## config.mk

```make
export PLATFORM = sky130hd
export DESIGN_NAME = intr_status_latch
export DESIGN_NICKNAME = d
export VERILOG_FILES = /design/src/rtl/intr_latch_pkg.sv /design/src/rtl/intr_latch_ctrl.sv /design/src/rtl/intr_latch_dp.sv /design/src/rtl/intr_status_latch.sv
export SDC_FILE = /design/constraint.sdc
export NUM_CORES = 1
export LEC_CHECK = 0
export ABC_AREA = 1
export BUFFER_PORTS_ARGS = -buffer_cell sky130_fd_sc_hd__buf_2
export CAP_MARGIN = 20
export CELL_PAD_IN_SITES_DETAIL_PLACEMENT = 1
export CELL_PAD_IN_SITES_GLOBAL_PLACEMENT = 2
export CORE_UTILIZATION = 32
export CTS_CLUSTER_DIAMETER = 40
export DETAILED_ROUTE_END_ITERATION = 6
export PLACE_DENSITY_LB_ADDON = 0.1
export SLEW_MARGIN = 30
export SYNTH_ARGS = -nofsm -noshare
export SYNTH_HDL_FRONTEND = slang
export SYNTH_HIERARCHICAL = 1
export SYNTH_SLANG_ARGS = --single-unit
```

## constraint.sdc

```tcl
create_clock -name clk -period 1.7 [get_ports clk]
set_clock_uncertainty 0.1 [all_clocks]
set_input_delay 0.255 -clock clk [delete_from_list [all_inputs] [get_ports clk]]
set_output_delay 0.255 -clock clk [all_outputs]
set_load 0.005 [all_outputs]
```

## src/rtl/intr_latch_pkg.sv

```systemverilog
package intr_latch_pkg;

  // Strobes from the control half to the datapath half, valid for one cycle.
  typedef struct packed {
    logic tickSet;   // periodic tick fires on this edge
    logic pollCap;   // capture poll payload, set bus + autopoll bits
    logic ackBus;    // acknowledge returning the bus reply
    logic ackAll;    // acknowledge returning the whole status byte
    logic maskWr;    // load the mask
  } ctrlStrobes_t;

endpackage

```

## src/rtl/intr_latch_ctrl.sv

```systemverilog
module intr_latch_ctrl
  import intr_latch_pkg::*;
#(
  parameter int TICK_CYCLES = 100_000_000,
  parameter int LEN_W       = 4
) (
  input  logic             clk,
  input  logic             rstN,
  input  logic             maskWrEn,
  input  logic             pollValid,
  input  logic [LEN_W-1:0] pollLen,
  input  logic             ackReq,
  input  logic [7:0]       ackArgCnt,
  input  logic             busPending,
  output ctrlStrobes_t     strobes
);

  localparam int CNT_W = $clog2(TICK_CYCLES + 1);
  localparam logic [CNT_W-1:0] CNT_LAST = CNT_W'(TICK_CYCLES - 1);

  logic [CNT_W-1:0] tickCnt;
  logic             tickHit;
  logic             ackOk;

  // Free-running period counter: it wraps on its own, so acks cannot skew it.
  assign tickHit = (tickCnt == CNT_LAST);

  always_ff @(posedge clk or negedge rstN) begin
    if (!rstN) begin
      tickCnt <= '0;
    end else if (tickHit) begin
      tickCnt <= '0;
    end else begin
      tickCnt <= tickCnt + 1'b1;
    end
  end

  assign ackOk = ackReq && (ackArgCnt == 8'd0);

  always_comb begin
    strobes.tickSet = tickHit;
    strobes.pollCap = pollValid && (pollLen != '0) && !busPending;
    strobes.ackBus  = ackOk && busPending;
    strobes.ackAll  = ackOk && !busPending;
    strobes.maskWr  = maskWrEn;
  end

endmodule

```

## src/rtl/intr_latch_dp.sv

```systemverilog
module intr_latch_dp
  import intr_latch_pkg::*;
#(
  parameter int MAX_REPLY = 8,
  parameter int TICK_BIT  = 3,
  parameter int AUTO_BIT  = 2,
  parameter int BUS_BIT   = 4,
  parameter int LEN_W     = 4,
  parameter int RSP_W     = 72
) (
  input  logic                   clk,
  input  logic                   rstN,
  input  ctrlStrobes_t           strobes,
  input  logic [7:0]             maskWrData,
  input  logic [LEN_W-1:0]       pollLen,
  input  logic [MAX_REPLY*8-1:0] pollData,
  output logic                   busPending,
  output logic                   irqReq,
  output logic                   rspValid,
  output logic [LEN_W-1:0]       rspLen,
  output logic [RSP_W-1:0]       rspData
);

  localparam logic [7:0] TICK_M     = 8'(1 << TICK_BIT);
  localparam logic [7:0] AUTO_M     = 8'(1 << AUTO_BIT);
  localparam logic [7:0] BUS_M      = 8'(1 << BUS_BIT);
  localparam logic [7:0] BUSGRP_M   = BUS_M | AUTO_M;
  localparam logic [7:0] RESET_MASK = BUS_M | TICK_M;
  localparam logic [LEN_W-1:0] LEN_MAX = LEN_W'(MAX_REPLY);

  logic [7:0]             status;
  logic [7:0]             statusNext;
  logic [7:0]             maskReg;
  logic [LEN_W-1:0]       replyLen;
  logic [MAX_REPLY*8-1:0] replyBuf;
  logic [LEN_W-1:0]       effLen;
  logic [MAX_REPLY*8-1:0] pollMasked;
  logic [7:0]             setBits;
  logic [7:0]             clrBits;

  // Payload lengths above the buffer size are clamped.
  assign effLen = (pollLen > LEN_MAX) ? LEN_MAX : pollLen;

  // Zero every byte beyond the stated length so the reply is clean.
  for (genvar j = 0; j < MAX_REPLY; j++) begin : g_poll_byte
    assign pollMasked[j*8 +: 8] = (LEN_W'(j) < effLen) ? pollData[j*8 +: 8] : 8'h00;
  end

  // Set terms are OR-ed after the clear, so a set beats a clear.
  always_comb begin
    setBits = 8'h00;
    clrBits = 8'h00;
    if (strobes.tickSet) setBits = setBits | TICK_M;
    if (strobes.pollCap) setBits = setBits | BUSGRP_M;
    if (strobes.ackAll)  clrBits = 8'hFF;
    if (strobes.ackBus)  clrBits = BUSGRP_M;
    statusNext = (status & ~clrBits) | setBits;
  end

  always_ff @(posedge clk or negedge rstN) begin
    if (!rstN) begin
      status   <= 8'h00;
      maskReg  <= RESET_MASK;
      replyLen <= '0;
      replyBuf <= '0;
      rspValid <= 1'b0;
      rspLen   <= '0;
      rspData  <= '0;
    end else begin
      status <= statusNext;
      if (strobes.maskWr) begin
        maskReg <= maskWrData;
      end
      if (strobes.pollCap) begin
        replyLen <= effLen;
        replyBuf <= pollMasked;
      end else if (strobes.ackBus) begin
        replyLen <= '0;
        replyBuf <= '0;
      end
      rspValid <= strobes.ackBus || strobes.ackAll;
      if (strobes.ackBus) begin
        rspLen  <= LEN_W'(replyLen + 1'b1);
        rspData <= {replyBuf, status & BUSGRP_M};
      end else if (strobes.ackAll) begin
        rspLen  <= LEN_W'(1);
        rspData <= {{(RSP_W-8){1'b0}}, status};
      end else begin
        rspLen  <= '0;
        rspData <= '0;
      end
    end
  end

  assign busPending = status[BUS_BIT];
  assign irqReq     = |(status & maskReg);

endmodule

```

## src/rtl/intr_status_latch.sv

```systemverilog
module intr_status_latch
  import intr_latch_pkg::*;
#(
  parameter int MAX_REPLY   = 8,
  parameter int TICK_CYCLES = 100_000_000,
  parameter int TICK_BIT    = 3,
  parameter int AUTO_BIT    = 2,
  parameter int BUS_BIT     = 4,
  localparam int LEN_W      = $clog2(MAX_REPLY + 2),
  localparam int RSP_W      = (MAX_REPLY + 1) * 8
) (
  input  logic                   clk,
  input  logic                   rstN,
  input  logic                   maskWrEn,
  input  logic [7:0]             maskWrData,
  input  logic                   pollValid,
  input  logic [LEN_W-1:0]       pollLen,
  input  logic [MAX_REPLY*8-1:0] pollData,
  input  logic                   ackReq,
  input  logic [7:0]             ackArgCnt,
  output logic                   irqN,
  output logic                   rspValid,
  output logic [LEN_W-1:0]       rspLen,
  output logic [RSP_W-1:0]       rspData
);

  ctrlStrobes_t strobes;
  logic         busPending;
  logic         irqReq;

  intr_latch_ctrl #(
    .TICK_CYCLES(TICK_CYCLES),
    .LEN_W      (LEN_W)
  ) u_ctrl (
    .clk       (clk),
    .rstN      (rstN),
    .maskWrEn  (maskWrEn),
    .pollValid (pollValid),
    .pollLen   (pollLen),
    .ackReq    (ackReq),
    .ackArgCnt (ackArgCnt),
    .busPending(busPending),
    .strobes   (strobes)
  );

  intr_latch_dp #(
    .MAX_REPLY(MAX_REPLY),
    .TICK_BIT (TICK_BIT),
    .AUTO_BIT (AUTO_BIT),
    .BUS_BIT  (BUS_BIT),
    .LEN_W    (LEN_W),
    .RSP_W    (RSP_W)
  ) u_dp (
    .clk       (clk),
    .rstN      (rstN),
    .strobes   (strobes),
    .maskWrData(maskWrData),
    .pollLen   (pollLen),
    .pollData  (pollData),
    .busPending(busPending),
    .irqReq    (irqReq),
    .rspValid  (rspValid),
    .rspLen    (rspLen),
    .rspData   (rspData)
  );

  assign irqN = ~irqReq;

endmodule

```

======== After elaboration in Yosys (flattened, before gate mapping) ========
Index checks and enable logic that the tools add are counted.
W data, S select, Z words.
operators by class
  $add $sub $neg .......................... 2
  $mul .................................... 0
  div/mod/pow operators ................... 0
  $lt $le $gt $ge ......................... 9
  eq/ne operators ......................... 1
  shift operators ......................... 0
  multiplexer cells ....................... 22
  bitwise gates (word level) .............. 5
  reduce and logical (&&, ||, !) cells .... 11
operator list
  cell                     number
  $mux W64                 2
  $mux W8                  11
  $mux W72                 1
  $add A27 B1 Y27 const B  1
  $eq A27 B27 Y1 const B   1
  $mux W27                 1
  $mux W4                  5
  $and A8 B8 Y8            2
  $lt A3 B4 Y1 const A     4
  $logic_not A8 Y1         1
  $lt A1 B4 Y1 const A     2
  $lt A2 B4 Y1 const A     2
  $not A8 Y8               1
  $or A8 B8 Y8             1
  $reduce_or A8 Y1         1
  $logic_and A1 B1 Y1      5
  $mux W5                  1
  $add A4 B1 Y4 const B    1
  $gt A4 B4 Y1 const B     1
  $reduce_bool A4 Y1       1
  $reduce_bool A2 Y1       1
  $logic_not A1 Y1         1
  $logic_or A1 B1 Y1       1
  $mux W1                  1
  $not A1 Y1               1
storage, ports and cells
  register bits after elaboration ......... 188
  bits in latches ......................... 0
  bits in writable memories ............... 0
  memory bits (read-only) ................. 0
  input bits .............................. 89
  word-level logic and storage cells ...... 58
  memories kept ........................... 0

======== Logic depth before layout (Yosys ltp) ========
  depth after elaboration ................. 8
  depth in mapped cells ................... 9

======== By module ========
Netlist, hierarchy kept.
modules (own cells, without submodules)
  module             times used  cells each  area each (um^2)  seq. area each (um^2)
  intr_latch_dp      1           668         6143.4            4031.4
  intr_latch_ctrl    1           240         1674.1            675.6
  intr_status_latch  1           1           3.8               0.0

======== Least setup slack after synthesis ========
Ideal clock, no wire load.
  path kind ............................... register to register
  start ................................... reg u_ctrl.tickCnt[0]
  end ..................................... reg u_dp.status[3]
  data arrival time ....................... 1.345 ns
  slack ................................... 0.131 ns
  cell stages (with the launch flop) ...... 10
  cells stage by stage .................... dfrtp_1 -> ha_1 -> nand2_1 -> nor2_4 -> nand2_4 -> nor2_1 -> nand2_1 -> clkinv_2 -> buf_4 -> o21bai_1
between the ends
  word-level cells in the longest chain between the ends .. 4
RTL lines
  item                          line                   text
  from (decl)                   intr_latch_ctrl.sv:21  logic [CNT_W-1:0] tickCnt;
  from (signal assigned)        intr_latch_ctrl.sv:34  tickCnt <= tickCnt + 1'b1;
  $eq A27 B27 Y1                intr_latch_ctrl.sv:26  assign tickHit = (tickCnt == CNT_LAST);
  named net u_ctrl.tickHit      intr_latch_ctrl.sv:22  logic tickHit;
  $mux W4                       intr_latch_dp.sv:53    if (strobes.tickSet) setBits = setBits | TICK_M;
  $mux W5                       intr_latch_dp.sv:54    if (strobes.pollCap) setBits = setBits | BUSGRP_M;
  $or A8 B8 Y8                  intr_latch_dp.sv:57    statusNext = (status & ~clrBits) | setBits;
  named net u_dp.statusNext[3]  intr_latch_dp.sv:32    logic [7:0] statusNext;
  to (signal assigned)          intr_latch_dp.sv:70    status <= statusNext;
  to (decl)                     intr_latch_dp.sv:31    logic [7:0] status;
The timed path passes the listed nets, and every way through them passes these cells.
A chain may end at the register's enable or synchronous reset.

======== Worst setup path in the final report ========
  start ................................... reg u_dp.maskReg[3]
  end ..................................... out irqN
between the ends
  word-level cells in the longest chain between the ends .. 3
RTL lines
  item                    line                     text
  from (decl)             intr_latch_dp.sv:33      logic [7:0] maskReg;
  from (signal assigned)  intr_latch_dp.sv:72      maskReg <= maskWrData;
  $and A8 B8 Y8           intr_latch_dp.sv:96      assign irqReq = |(status & maskReg);
  $reduce_or A8 Y1        intr_latch_dp.sv:96
  named net irqReq        intr_status_latch.sv:29  logic irqReq;
  $not A1 Y1              intr_status_latch.sv:67  assign irqN = ~irqReq;
  to (decl)               intr_status_latch.sv:21  output logic irqN,
The timed path passes the listed nets, and every way through them passes these cells.

==> summary.md <==
| Metric | Value |
|---|---|
| Final setup viols | 0 |
| Initial core utilization | 0.329 |
| CTS H-Tree Depth | 4 |
| Die Width | 158 um |
| Vias | 6318 |
| NumNets Final | 1237 |
| Overall die area | 0.0251 sq mm |
| CP startpoint | u_dp/maskReg[3] |
| CP cell instances | nand2_1 > nand2_1 > nor2_1 > nand2_1 > inv_1 > buf_2 |
| Max Clock Freq | 591 MHz |
| Detail Route Antenna Nets | 0 |
| Async set-reset flop share out of synthesis | 1.00 |
| GPL Wtd Cong | 0.754 |
| Status | complete, no violations |
| Area delta synth->final | 33.6% |
| Synth top area share | 0.595 |
| Num ports | 167 |
| Final HPWL from detailed placement | 14700 um |
| Mapped cell area | 0.00782 sq mm |
| Area leader, netlist | dfrtp_1 |
| Slew margin rel. | 0.651 |
| Synth warnings | 6 |
| Vias/cell | 4.27 |
| PortBufs | 166 |
| Clock Latency Late Sink | 0.44 ns |
| Maxcap violations | 0 |
| Num CTS Buffers | 17 |
| Die H | 158 um |
| Final core area utilization | 0.440 |
| Final WL | 21100 um |
| CTS Root Cell | clkbuf_16 |
| # fillers | 2831 |
| Primary FF master, synth | dfrtp_1 |
| Maximum VDD drop | 473 uV |
| Sequential cell area | 0.00471 sq mm |
| Required time of the critical path | 1.34 ns |
| Std-Cell Rows | 56 |
| Final Cycle Share | 0.995 |
| CP Class | flop to output port |
| Final hold slack | 0.00755 ns |
| Total GRT Usage | 0.178 |
| Mapped Avg Cell Area | 8.60 sq um |
| Largest net degree at the start of global routing | 46 |
| DR iter-0 viols | 246 |
| Area occupied by multi-input gates | 0.00246 sq mm |
| Pre-antenna DRT Iters | 4 |
| Post-route DRC violation count | 0 |
| Share of cells above drive strength 1 | 0.237 |
| WL/cell | 14.2 um |
| Mapped Nets | 1000 |
| Mapped Cells | 909 |
| Number of synthesized flops with an enable pin | 0 |
| Antenna violations before repair | 4 |
| Worst-path clk slew | 0.07 ns |
| GRT Residual Overflow | 0 |
| FF+latch count, synth | 188 |
| Hold_sp | maskWrData[3] |
| Top cells by count, synth | 343 x nand2_1, 186 x dfrtp_1, 119 x inv_1 |
| Final hold vios | 0 |
| Actual slew at the worst max-slew pin | 0.524 ns |
| CTS tree | done |
| Slew Limit Fails | 0 |
| Leakage power | 0.00606 uW |
| Crit-path slowest cell | dfstp_2 |
| Ranking of synthesized cells by area | dfrtp_1 60%, nand2_1 16%, inv_1 5.7% |
| Crit-path max cell delay | 0.54 ns |
| Number of global-route vias before repair | 6570 |
| Worst setup EP type | output port |
| Reg2reg start | u_dp/status[4] |
| Core ar. | 0.0238 sq mm |
| Number of different library cells in the post-synthesis netlist | 31 |
| Cell with the most instances after synthesis | nand2_1 |
| RSZ-0062 raised after global routing | true |
| Pwr Density | 1010 mW/mm^2 |
| First-pass GRT wire length | 33900 um |
| Most used cell along the critical path | nand2_1 |
| Period minus WS final | 1.69 ns |
| Clock buffer depth | 2 |
| Worst-path fanout max | 2 |
| CP arrival | 1.34 ns |
| Startpoint Class | flop |
| HP Class | primary input to flop |
| Sequential area share after synthesis | 0.602 |
| TritonCTS Sinks | 188 |
-- final cells by class --
type | instances | area share
clock buffer | 17 | 0.0407
clock inverter | 14 | 0.0171
inverter | 142 | 0.0515
antenna | 2 | 0.000479
tap | 319 | 0.0382
multi-input combinational | 551 | 0.235
timing repair buffer | 246 | 0.167
sequential | 188 | 0.450
-- cell families (layout without fill, tap and decap cells) --
| kind of cell | Yosys count | after routing | synth area share |
|---|---|---|---|
| XOR/XNOR | 11 | 11 | 0.0123 |
| AO/OA/AOI/OAI | 41 | 41 | 0.0270 |
| other | 0 | 2 | 0 |
| buffers and inverters | 170 | 419 | 0.0915 |
| AND/OR/NAND/NOR | 497 | 497 | 0.264 |
| adder cells (fa/ha/maj) | 2 | 2 | 0.00320 |
| flip-flops | 188 | 188 | 0.602 |
-- layer usage --
| layer | track usage | routed length [um] | vias up |
|---|---|---|---|
| met5 | 0 | 10 | - |
| met2 | 0.285 | 9980 | 108 |
| li1 | - | - | 3171 |
| met4 | 0.0453 | 188 | 2 |
| met3 | 0.0433 | 897 | 18 |
| met1 | 0.240 | 9980 | 3019 |
-- worst max-delay path: cells and delay by family, from the launching register on --
family	cells	cell delay, ns
flops	1	0.54
buf+inv	2	0.15
simple gates	4	0.22
-- power by group --
| part | total, uW | switching [uW] | internal [uW] |
|---|---|---|---|
| Combinational | 1090 | 579 | 508 |
| Sequential | 5360 | 320 | 5040 |
| Clock | 4110 | 1880 | 2220 |
| Total | 10600 | 2780 | 7770 |
-- registers in the layout, indices dropped and copies added, names as in the netlist --
name,cells
u_dp/status,8
u_dp/replyBuf,64
u_ctrl/tickCnt,27
u_dp/maskReg,8
u_dp/rspValid,1
u_dp/rspData,72
u_dp/rspLen,4
u_dp/replyLen,4
-- final timing paths --
| kind | to | slack, ns | cells after the start |
|---|---|---|---|
| max | irqN | 0.008 | 6 |
| min | u_dp/maskReg[3] | 0.008 | 3 |
| max reg2reg | u_dp/replyBuf[44] | 0.05 | 9 |
| min reg2reg | u_dp/rspData[58] | 0.36 | 2 |
| max in group asynchronous | u_dp/maskReg[4] | 0.63 | 3 |
| min in group asynchronous | u_dp/rspData[68] | 0.22 | 2 |
-- per-stage QoR --
stage	instance area [sq um]	power, uW	setup WS [ns]	setup TNS [ns]	cells
global route	10400	11100	-0.103	-0.196	1478
floorplan	7820	5960	0.131	0	909
detailed placement	9180	6430	-0.0106	-0.0222	1388
global placement	9180	6380	-0.00228	-0.00228	1388
CTS	10300	10700	-0.0144	-0.0144	1468
finish	10500	10600	0.00831	0	1479
-- layout by cell type, fill, tap and decap left out, types with 3 or more instances in the layout --
master         instances
inv_2                  7
nand3_2                3
inv_1                119
clkinvlp_4             3
xor2_1                 8
nand3b_1               9
clkinv_1              15
buf_4                 18
xnor2_1                3
nor2_1                75
dlygate4sd3_1         48
o21ai_1               24
o21ai_0                9
a21oi_1                6
nand3_1               35
dfrtp_1              186
clkbuf_16             20
buf_12                10
buf_2                165
clkinv_4               4
inv_8                  4
nor2_2                 5
nor2_4                11
nand2_2               11
nand2_1              338
-- repair_timing --
item                                    4_1_cts  5_1_grt
setup buffers                                 1        6
pin swaps                                     4        9
resized for setup                             3       12
endpoints found under the hold margin        88        0
endpoints found under the setup margin        2       78
gates cloned                                  0        3
hold buffers                                 48        0
(Power assumes the default switching activity.)
